### config.mk
export PLATFORM = sky130hd
export DESIGN_NAME = lane_pll_search
export DESIGN_NICKNAME = d
export VERILOG_FILES = /design/src/rtl/lps_pkg.sv /design/src/rtl/lps_divider.sv /design/src/rtl/lps_control.sv /design/src/rtl/lps_datapath.sv /design/src/rtl/lane_pll_search.sv
export SDC_FILE = /design/constraint.sdc
export NUM_CORES = 2
export LEC_CHECK = 0
export BUFFER_PORTS_ARGS = -buffer_cell sky130_fd_sc_hd__buf_2
export CORE_ASPECT_RATIO = 0.8
export CORE_UTILIZATION = 25
export DETAILED_ROUTE_END_ITERATION = 8
export PLACE_DENSITY_LB_ADDON = 0.25
export SYNTH_ARGS = -nofsm -noshare
export SYNTH_HDL_FRONTEND = slang
export SYNTH_SLANG_ARGS = --single-unit
### constraint.sdc
create_clock -name clk -period 12.3 [get_ports clk]
set_input_delay 0.615 -clock clk [delete_from_list [all_inputs] [get_ports clk]]
set_output_delay 0.615 -clock clk [all_outputs]
set_load 0.01 [all_outputs]
### src/rtl/lps_pkg.sv
package lps_pkg;

  typedef enum logic [2:0] {
    OP_LANE,
    OP_NHI,
    OP_NLO,
    OP_PRE,
    OP_M,
    OP_ESC
  } divOp_t;

  typedef enum logic [2:0] {
    S_IDLE,
    S_GO,
    S_WAIT,
    S_TEST,
    S_LOOP,
    S_EVAL,
    S_FIN
  } ctlState_t;

  typedef struct packed {
    logic   latch;
    logic   divGo;
    logic   setErr;
    logic   stepN;
    logic   finish;
    divOp_t op;
  } ctlStrobe_t;

  function automatic logic [4:0] bppOf(input logic [1:0] fmt);
    logic [4:0] b;
    case (fmt)
      2'd0:    b = 5'd24;
      2'd1:    b = 5'd24;
      2'd2:    b = 5'd18;
      default: b = 5'd16;
    endcase
    return b;
  endfunction

endpackage

### src/rtl/lps_divider.sv
module lps_divider #(
  parameter int DW = 64
) (
  input  logic          clk,
  input  logic          rstN,
  input  logic          go,
  input  logic [DW-1:0] dividend,
  input  logic [DW-1:0] divisor,
  output logic [DW-1:0] quo,
  output logic [DW-1:0] rem,
  output logic          divDone
);
  localparam int CW = $clog2(DW + 1);

  logic [DW-1:0] quoR;
  logic [DW-1:0] remR;
  logic [DW-1:0] dsrR;
  logic [CW-1:0] cnt;
  logic          busy;
  logic          doneR;
  logic [DW:0]   trial;
  logic [DW:0]   diff;
  logic          fits;

  always_comb begin
    trial = {remR, quoR[DW-1]};
    diff  = trial - {1'b0, dsrR};
    fits  = (trial >= {1'b0, dsrR});
  end

  always_ff @(posedge clk) begin
    if (!rstN) begin
      quoR  <= '0;
      remR  <= '0;
      dsrR  <= '0;
      cnt   <= '0;
      busy  <= 1'b0;
      doneR <= 1'b0;
    end else begin
      doneR <= 1'b0;
      if (go) begin
        quoR <= dividend;
        remR <= '0;
        dsrR <= divisor;
        cnt  <= CW'(DW);
        busy <= 1'b1;
      end else if (busy) begin
        remR <= fits ? diff[DW-1:0] : trial[DW-1:0];
        quoR <= {quoR[DW-2:0], fits};
        cnt  <= cnt - 1'b1;
        if (cnt == CW'(1)) begin
          busy  <= 1'b0;
          doneR <= 1'b1;
        end
      end
    end
  end

  assign quo     = quoR;
  assign rem     = remR;
  assign divDone = doneR;
endmodule

### src/rtl/lps_control.sv
module lps_control
  import lps_pkg::*;
(
  input  logic       clk,
  input  logic       rstN,
  input  logic       start,
  input  logic       divDone,
  input  logic       tooFast,
  input  logic       candLive,
  input  logic       zeroRem,
  output ctlStrobe_t strb
);
  ctlState_t st, stNext;
  divOp_t    opR, opNext;

  always_comb begin
    strb    = '0;
    strb.op = opR;
    stNext  = st;
    opNext  = opR;
    case (st)
      S_IDLE: begin
        if (start) begin
          strb.latch = 1'b1;
          opNext     = OP_LANE;
          stNext     = S_GO;
        end
      end
      S_GO: begin
        strb.divGo = 1'b1;
        stNext     = S_WAIT;
      end
      S_WAIT: begin
        if (divDone) begin
          case (opR)
            OP_LANE: stNext = S_TEST;
            OP_NHI:  begin opNext = OP_NLO; stNext = S_GO; end
            OP_NLO:  stNext = S_LOOP;
            OP_PRE:  begin opNext = OP_M; stNext = S_GO; end
            OP_M:    stNext = S_EVAL;
            default: stNext = S_FIN;
          endcase
        end
      end
      S_TEST: begin
        if (tooFast) begin
          strb.setErr = 1'b1;
          stNext      = S_FIN;
        end else begin
          opNext = OP_NHI;
          stNext = S_GO;
        end
      end
      S_LOOP: begin
        opNext = candLive ? OP_PRE : OP_ESC;
        stNext = S_GO;
      end
      S_EVAL: begin
        if (zeroRem) begin
          opNext = OP_ESC;
          stNext = S_GO;
        end else begin
          strb.stepN = 1'b1;
          stNext     = S_LOOP;
        end
      end
      S_FIN: begin
        strb.finish = 1'b1;
        stNext      = S_IDLE;
      end
      default: stNext = S_IDLE;
    endcase
  end

  always_ff @(posedge clk) begin
    if (!rstN) begin
      st  <= S_IDLE;
      opR <= OP_LANE;
    end else begin
      st  <= stNext;
      opR <= opNext;
    end
  end
endmodule

### src/rtl/lps_datapath.sv
module lps_datapath
  import lps_pkg::*;
#(
  parameter int          REF_W       = 32,
  parameter int          PIX_W       = 32,
  parameter int          LANE_W      = 3,
  parameter int          RATE_W      = 64,
  parameter int          N_W         = 10,
  parameter int          M_W         = 9,
  parameter int          ESC_W       = 8,
  parameter int unsigned MAX_RATE_HZ = 1500000000,
  parameter int unsigned PRE_MIN_HZ  = 5000000,
  parameter int unsigned PRE_MAX_HZ  = 40000000,
  parameter int unsigned ESC_DEN_HZ  = 160000000,
  parameter int unsigned PIX_SCALE   = 1000
) (
  input  logic              clk,
  input  logic              rstN,
  input  ctlStrobe_t        strb,
  input  logic [REF_W-1:0]  refHz,
  input  logic [PIX_W-1:0]  pixKhz,
  input  logic [LANE_W-1:0] laneCnt,
  input  logic [1:0]        pixFmt,
  output logic              divDone,
  output logic              tooFast,
  output logic              candLive,
  output logic              zeroRem,
  output logic              done,
  output logic [N_W-1:0]    nDiv,
  output logic [M_W-1:0]    mDiv,
  output logic [RATE_W-1:0] laneHz,
  output logic [ESC_W-1:0]  escDiv,
  output logic              rangeErr
);
  localparam int unsigned M_LIMIT = 1 << M_W;

  logic [RATE_W-1:0] refR, pixR, lanesR;
  logic [4:0]        bppR;
  logic [RATE_W-1:0] target, nCand, nLo, preCur;
  logic [RATE_W-1:0] bestRem, bestPre;
  logic [N_W-1:0]    bestN;
  logic [M_W-1:0]    bestM;
  logic [ESC_W-1:0]  escR;
  logic              errR;

  logic [RATE_W-1:0] dvdSel, dsrSel, divQ, divR;
  logic [RATE_W-1:0] laneW, headProd;

  always_comb begin
    laneW    = bestPre * RATE_W'(bestM);
    headProd = divQ * RATE_W'(bppR);
    case (strb.op)
      OP_LANE: begin dvdSel = pixR * RATE_W'(PIX_SCALE); dsrSel = lanesR; end
      OP_NHI:  begin dvdSel = refR; dsrSel = RATE_W'(PRE_MIN_HZ); end
      OP_NLO:  begin dvdSel = refR + RATE_W'(PRE_MAX_HZ) - 1'b1; dsrSel = RATE_W'(PRE_MAX_HZ); end
      OP_PRE:  begin dvdSel = refR; dsrSel = nCand; end
      OP_M:    begin dvdSel = target; dsrSel = preCur; end
      default: begin dvdSel = laneW; dsrSel = RATE_W'(ESC_DEN_HZ); end
    endcase
  end

  lps_divider #(.DW(RATE_W)) uDiv (
    .clk      (clk),
    .rstN     (rstN),
    .go       (strb.divGo),
    .dividend (dvdSel),
    .divisor  (dsrSel),
    .quo      (divQ),
    .rem      (divR),
    .divDone  (divDone)
  );

  always_ff @(posedge clk) begin
    if (!rstN) begin
      refR <= '0; pixR <= '0; lanesR <= '0; bppR <= '0;
      target <= '0; nCand <= '0; nLo <= '0; preCur <= '0;
      bestRem <= '0; bestPre <= '0; bestN <= '0; bestM <= '0;
      escR <= '0; errR <= 1'b0;
      done <= 1'b0; nDiv <= '0; mDiv <= '0; laneHz <= '0;
      escDiv <= '0; rangeErr <= 1'b0;
    end else begin
      done <= 1'b0;
      if (strb.latch) begin
        refR    <= RATE_W'(refHz);
        pixR    <= RATE_W'(pixKhz);
        lanesR  <= RATE_W'(laneCnt);
        bppR    <= bppOf(pixFmt);
        bestRem <= RATE_W'(refHz);
        bestPre <= RATE_W'(refHz);
        bestN   <= N_W'(1);
        bestM   <= M_W'(1);
        escR    <= '0;
        errR    <= 1'b0;
      end
      if (divDone) begin
        case (strb.op)
          OP_LANE: target <= (headProd >> 3) * RATE_W'(10);
          OP_NHI:  nCand  <= divQ;
          OP_NLO:  nLo    <= divQ;
          OP_PRE:  preCur <= divQ;
          OP_M: begin
            if ((divQ < RATE_W'(M_LIMIT)) && (divR < bestRem)) begin
              bestRem <= divR;
              bestPre <= preCur;
              bestN   <= nCand[N_W-1:0];
              bestM   <= divQ[M_W-1:0];
            end
          end
          default: escR <= ESC_W'(divQ + RATE_W'(divR != '0));
        endcase
      end
      if (strb.setErr) errR <= 1'b1;
      if (strb.stepN) nCand <= nCand - 1'b1;
      if (strb.finish) begin
        done     <= 1'b1;
        rangeErr <= errR;
        nDiv     <= errR ? '0 : bestN;
        mDiv     <= errR ? '0 : bestM;
        laneHz   <= errR ? '0 : laneW;
        escDiv   <= errR ? '0 : escR;
      end
    end
  end

  assign tooFast  = (target >= RATE_W'(MAX_RATE_HZ));
  assign candLive = (nCand > nLo);
  assign zeroRem  = (bestRem == '0);
endmodule

### src/rtl/lane_pll_search.sv
module lane_pll_search
  import lps_pkg::*;
#(
  parameter int          REF_W       = 32,
  parameter int          PIX_W       = 32,
  parameter int          LANE_W      = 3,
  parameter int          RATE_W      = 64,
  parameter int          N_W         = 10,
  parameter int          M_W         = 9,
  parameter int          ESC_W       = 8,
  parameter int unsigned MAX_RATE_HZ = 1500000000,
  parameter int unsigned PRE_MIN_HZ  = 5000000,
  parameter int unsigned PRE_MAX_HZ  = 40000000,
  parameter int unsigned ESC_MAX_HZ  = 20000000
) (
  input  logic              clk,
  input  logic              rstN,
  input  logic              start,
  input  logic [REF_W-1:0]  refHz,
  input  logic [PIX_W-1:0]  pixKhz,
  input  logic [LANE_W-1:0] laneCnt,
  input  logic [1:0]        pixFmt,
  output logic              done,
  output logic [N_W-1:0]    nDiv,
  output logic [M_W-1:0]    mDiv,
  output logic [RATE_W-1:0] laneHz,
  output logic [ESC_W-1:0]  escDiv,
  output logic              rangeErr
);
  localparam int unsigned ESC_DEN_HZ = 8 * ESC_MAX_HZ;

  ctlStrobe_t strb;
  logic       divDone, tooFast, candLive, zeroRem;

  lps_control uCtl (
    .clk      (clk),
    .rstN     (rstN),
    .start    (start),
    .divDone  (divDone),
    .tooFast  (tooFast),
    .candLive (candLive),
    .zeroRem  (zeroRem),
    .strb     (strb)
  );

  lps_datapath #(
    .REF_W(REF_W), .PIX_W(PIX_W), .LANE_W(LANE_W), .RATE_W(RATE_W),
    .N_W(N_W), .M_W(M_W), .ESC_W(ESC_W), .MAX_RATE_HZ(MAX_RATE_HZ),
    .PRE_MIN_HZ(PRE_MIN_HZ), .PRE_MAX_HZ(PRE_MAX_HZ),
    .ESC_DEN_HZ(ESC_DEN_HZ), .PIX_SCALE(1000)
  ) uDp (
    .clk      (clk),
    .rstN     (rstN),
    .strb     (strb),
    .refHz    (refHz),
    .pixKhz   (pixKhz),
    .laneCnt  (laneCnt),
    .pixFmt   (pixFmt),
    .divDone  (divDone),
    .tooFast  (tooFast),
    .candLive (candLive),
    .zeroRem  (zeroRem),
    .done     (done),
    .nDiv     (nDiv),
    .mDiv     (mDiv),
    .laneHz   (laneHz),
    .escDiv   (escDiv),
    .rangeErr (rangeErr)
  );
endmodule

# Yosys cells after proc, flatten, opt, wreduce, memory -nomap -nowiden
# Index checks and enable logic that the tools add are counted.
# W data, S select, Z words.
[totals]
ff_bits = 783
[classes]
add_sub_neg = 6
mul = 4
n_lt_le_gt_ge = 5
eq_ne = 18
n_mux = 62
n_bitwise = 2
reduce_logical = 22
[op_table]
columns = ["cell", "count"]
rows = [
  ["$mux W64", 15],
  ["$pmux W64 S5", 1],
  ["$pmux W64 S4", 1],
  ["$sub A64 B1 Y64 const B", 2],
  ["$ge A65 B64 Y1", 1],
  ["$ge A64 B31 Y1 const B", 1],
  ["$gt A64 B64 Y1", 1],
  ["$logic_not A64 Y1", 1],
  ["$lt A64 B10 Y1 const B", 1],
  ["$lt A64 B64 Y1", 1],
  ["$mul A64 B5 Y64", 1],
  ["$mul A64 B9 Y64", 1],
  ["$reduce_bool A64 Y1", 1],
  ["$sub A64 B64 Y64", 1],
  ["$mul A61 B3 Y63 const B", 1],
  ["$mux W10", 5],
  ["$mux W9", 5],
  ["$mul A32 B7 Y39 const B", 1],
  ["$add A32 B26 Y33 const B", 1],
  ["$mux W8", 4],
  ["$mux W3", 9],
  ["$pmux W3 S6", 1],
  ["$mux W1", 15],
  ["$pmux W3 S5", 1],
  ["other kinds (26)", 47],
]

# Longest topological paths before layout
[depth]
word_depth = 6
ltp_mapped = 33

# Cells and area by module
# Synthesis repeated with hierarchy kept, for this count alone.
[unflattened]
hier_cells = 8947
hier_area_um2 = 73352.9
[by_module_without_submodules]
columns = ["mod", "instances", "cells_per_inst", "area_per_inst_um2", "seq_area_each_um2"]
rows = [
  ["lps_datapath", 1, 7291, 60116.4, 11491.0],
  ["lps_divider", 1, 1596, 12739.7, 4023.9],
  ["lps_control", 1, 60, 496.7, 120.1],
]

# Least setup slack after synthesis
# Ideal clock, no wire load.
[synth_path]
path_kind = "reg2reg"
start = "register uDp.bppR[3]"
end = "register uDp.target[63]"
arrival_time_ns = 6.839
slack_ns = 5.337
path_stages_with_launch = 33
path_buffers = 1
synth_period_minus_slack_ns = 6.963
path_cell_list = "dfxtp_1 > clkbuf_1 > and2_1 > ha_1 > fa_1 > ha_1 > ha_1 > fa_1 > a211oi_1 > o211ai_1 > a31oi_1 > o22ai_1 > nand3_1 > o21ai_1 > o31a_1 > a41o_1 > a221oi_1 > nand2b_1 > o21ai_0 > xor2_1 > ha_1 > ha_1 > a21o_1 > a21o_1 > a21oi_1 > o21ai_0 > o31ai_1 > a21oi_1 > a31oi_1 > a21oi_1 > nor2_1 > xor2_1 > o21ai_0"
[synth_via]
elab_chain_len = 2
[synth_rtl]
columns = ["item", "line", "source"]
rows = [
  ["from (decl)", "lps_datapath.sv:38", "logic [4:0] bppR;"],
  ["from (signal assigned)", "lps_datapath.sv:87", "bppR <= bppOf(pixFmt);"],
  ["$mul A64 B5 Y64", "lps_datapath.sv:51", "headProd = divQ * RATE_W'(bppR);"],
  ["$mul A61 B3 Y63", "lps_datapath.sv:97", "OP_LANE: target <= (headProd >> 3) * RATE_W'(10);"],
  ["to (signal assigned)", "lps_datapath.sv:97", ""],
  ["to (decl)", "lps_datapath.sv:39", "logic [RATE_W-1:0] target, nCand, nLo, preCur;"],
]
# Every way passes these cells.
# A chain may end at the register's enable or synchronous reset.

# Worst setup path in the final report
[layout_path]
start = "register uDp.bppR[3]"
end = "register uDp.target[62]"
# The elaborated chain is that of the path after synthesis.

==> results.md <==
- Outcome: finished, violations left
- Violated checks: max-capacitance violations, max-slew violations
- Peak supply drop: 0.299 mV
- Sequential cell area fraction in the yosys report: 0.216
- DRC Markers: 0
- # nets final: 10.1k
- Vias in the first global route: roughly 64k
- Die W: 603 um
- Max-cap violation count: 1
- Dpl cells: 12.5k
- Leakage power: around 0.036 uW
- First-pass iteration count of the detailed router: 6
- First-pass GRT wire length: 458 mm
- Maximum clock frequency: 111 MHz
- DR vias: 67.0k
- #FFs+latches synth: 781
- Postcts setup bufs: 0
- P per Cell Area: 162 nW/um^2
- Kind of end point of the critical path: flip-flop
- Final hold vios: 0
- Longest Clk Path Bufs: 3
- Share of layout cells above drive strength 1: 0.0619
- Largest net degree at the start of global routing: 180
- Most used cell along the critical path: ha_1
- Rows: 176
- CTS Hold Bufs: 0
- Placement Setup Slack: 3.40 ns
- CTS H-tree lvls: 3
- Period utilisation layout: 0.734
- Rel. slew slack: -0.0430
- Worst Skew: approximately 0.086 ns
- Slowest stage delay, CP: around 0.85 ns
- Port Buffers: 164
- Post-synth EDFFs: 0
- Die height: between 400 and 500 um
- Unrepaired setup endpoints after global routing: no
- Post-cts resize count: 0
- # clock sinks: 781
- Wire per inst: 24.8 um
- Setup_tns: 0 ns
- Post-Syn Nets: just over 10k
- Arrival time of the worst setup path: 9.70 ns
- Synth Flop Type: dfxtp_1
- Initial antenna violation count: 33
- CTS tree: built
- Gate count of the mapped netlist: 9011
- YS warnings: 0
- Crit path buffers/inverters: 1
- Syn_area_per_cell: 8.02 um^2
- Gr usage total: 0.211
- CTS Buf Count: 100
- Routed Antenna Nets: 0
- Register clock-pin slew on the reported worst setup and hold paths: 0.06 ns
- Slew Limit Fails: 2
- GR Overflow Total: 0
- Required @ worst endpoint: 12.96 ns
- Area Overhead vs Synth: 11.1%
- CP top delay family: compound AO/OA/AOI/OAI gates
- Area of the mapped netlist: 72300 um^2
- Worst Hold Class: in -> reg
- Largest fanout on the critical path: 62
- Final setup vio count: 0
- Top Ports: 165
- Least-Margin Pin Slew: 1.53 ns
- Crit path launch type: flip-flop
- Setup WS post-layout: between 3 and 4 ns
- Initial DRC count: slightly below 7k
- Vias/cell: 5.27
- Final WL: 316 mm
- Number of non-filler instances in the completed layout: about 13k
- Die area: 291000 um^2
- Initial core utilization: 0.251
- Core Area: 288000 um^2
- Synth unique cells: 89
- Worst-Skew Late Latency: about 0.8 ns
- Asr flop ratio synth: 0
- Post-DP HPWL: 245 mm
- Worst path slowest cell: a221oi_1
- Routability cong.: 0.963
- CTS root buffer: clkbuf_16
- Final min period: 9.03 ns
- Crit Path Class: reg -> reg
## through the flow
stage,area (um^2),util,hold slack (ns),total power (uW)
2_1_floorplan,72300,-,0.432,7270
3_3_place_gp,76700,0.267,0.442,9670
5_1_grt,80300,0.279,0.0536,13700
6_report,80300,0.279,0.0709,13000
4_1_cts,80300,0.279,0.0255,12900
3_5_place_dp,76700,0.267,0.446,9670
## cell usage after synthesis (all sizes together), types with 48 or more instances
cell / instances / area, um^2
nand2: 1232 / 4620
a21oi: 920 / 4600
dfxtp: 781 / 15600
inv: 687 / 2580
ha: 650 / 8130
fa: 582 / 11700
nor2: 559 / 2110
clkbuf: 539 / 2030
and2: 402 / 2510
o21ai: 338 / 1690
nand3: 211 / 1060
a21o: 210 / 1580
xnor2: 203 / 1780
a211oi: 182 / 1370
nor3: 132 / 666
xor2: 112 / 981
a22oi: 97 / 728
nand4: 90 / 569
o22ai: 90 / 563
nor4: 81 / 522
mux2i: 76 / 761
buf: 73 / 379
a31oi: 63 / 394
nor2b: 60 / 375
nand2b: 55 / 344
and3: 53 / 332
o21bai: 50 / 375
o211ai: 48 / 360
## worst reg2reg max path: cells and delay by family, from the launching register on
kind            cells  cell delay, ns
compound gates     16            5.35
xor+xnor            1            0.15
fa+ha+maj           6            2.01
buf+inv             1            0.45
flops               1            0.30
simple gates        5            0.70
## area by class of cell
| type | count | area, um^2 |
|---|---|---|
| fill | 31200 | 207000 |
| multi-input combinational | 6929 | 51900 |
| sequential | 781 | 15700 |
| tap | 3827 | 4790 |
| clock buffer | 130 | 2780 |
| inverter | 689 | 2590 |
| timing repair buffer | 290 | 1800 |
| clock inverter | 55 | 783 |
| antenna | 15 | 37.5 |
## layout by cell type (no fill, tap or decap), drive strengths merged, types with 63 or more instances in the layout
cell type,synthesis,routed
nor2,559,559
a22oi,97,97
fa,582,582
mux2i,76,76
inv,687,694
nand2,1232,1232
nor4,81,81
a21o,210,210
ha,650,650
nor3,132,132
a21oi,920,920
and2,402,402
buf,73,290
a211oi,182,182
a31oi,63,63
nand4,90,90
nand3,211,211
o21ai,338,338
xor2,112,112
o22ai,90,90
clkbuf,539,130
dfxtp,781,781
xnor2,203,203
## path summary, 6_finish.rpt
path | start | to | slack (ns) | cells past startpoint
worst max-delay path | uDp.bppR[3] | uDp.target[62] | 3.27 | 29
worst min-delay path | pixKhz[28] | uDp.pixR[28] | 0.07 | 3
worst max register to register | uDp.bppR[3] | uDp.target[62] | 3.27 | 29
worst min register to register | uDp.laneHz[3] | uDp.laneHz[3] | 0.45 | 2
## flip-flops by register name, summed over array words and instances (netlist names), 3 cells and up
signal / cells
uCtl.st: 3
uDp.bestRem: 64
uDp.nCand: 64
uDp.uDiv.dsrR: 64
uDp.bestN: 10
uDp.bestPre: 64
uDp.bestM: 9
uCtl.opR: 3
uDp.lanesR: 3
uDp.target: 63
uDp.uDiv.quo: 64
uDp.nDiv: 10
uDp.refR: 32
uDp.escR: 8
uDp.escDiv: 8
uDp.bppR: 3
uDp.nLo: 64
uDp.mDiv: 9
uDp.uDiv.rem: 64
uDp.pixR: 32
uDp.preCur: 64
uDp.uDiv.cnt: 7
uDp.laneHz: 64
## power breakdown
part           internal, uW  switching (uW)  total (uW)  leakage (uW)
sequential             2720             570        3290       0.00633
clock                  1850            1390        3240       0.00172
combinational          2210            4240        6460        0.0277
total                  6780            6200       13000        0.0358
## kinds of logic (layout without fill, tap and decap cells)
logic type,Yosys count,in the layout,share of synthesized area
AOI/OAI and AO/OA,2278,2278,0.195
DFF,781,781,0.216
and+or+nand+nor,3021,3021,0.197
adders and majority gates,1232,1232,0.274
other,0,15,0
buffers and inverters,1301,1164,0.0690
muxes,83,83,0.0116
xor gates and xnor gates,315,315,0.0382
## metal layers
layer | up-vias | GRT usage | part of all wire
li1 | 30500 | - | -
met1 | 33600 | 0.311 | 0.47
met2 | 2550 | 0.312 | 0.42
met3 | 381 | 0.0328 | 0.075
met4 | 6 | 0.0675 | 0.035
met5 | - | 0 | 0.00014
Power figures use the tool's default switching activity.
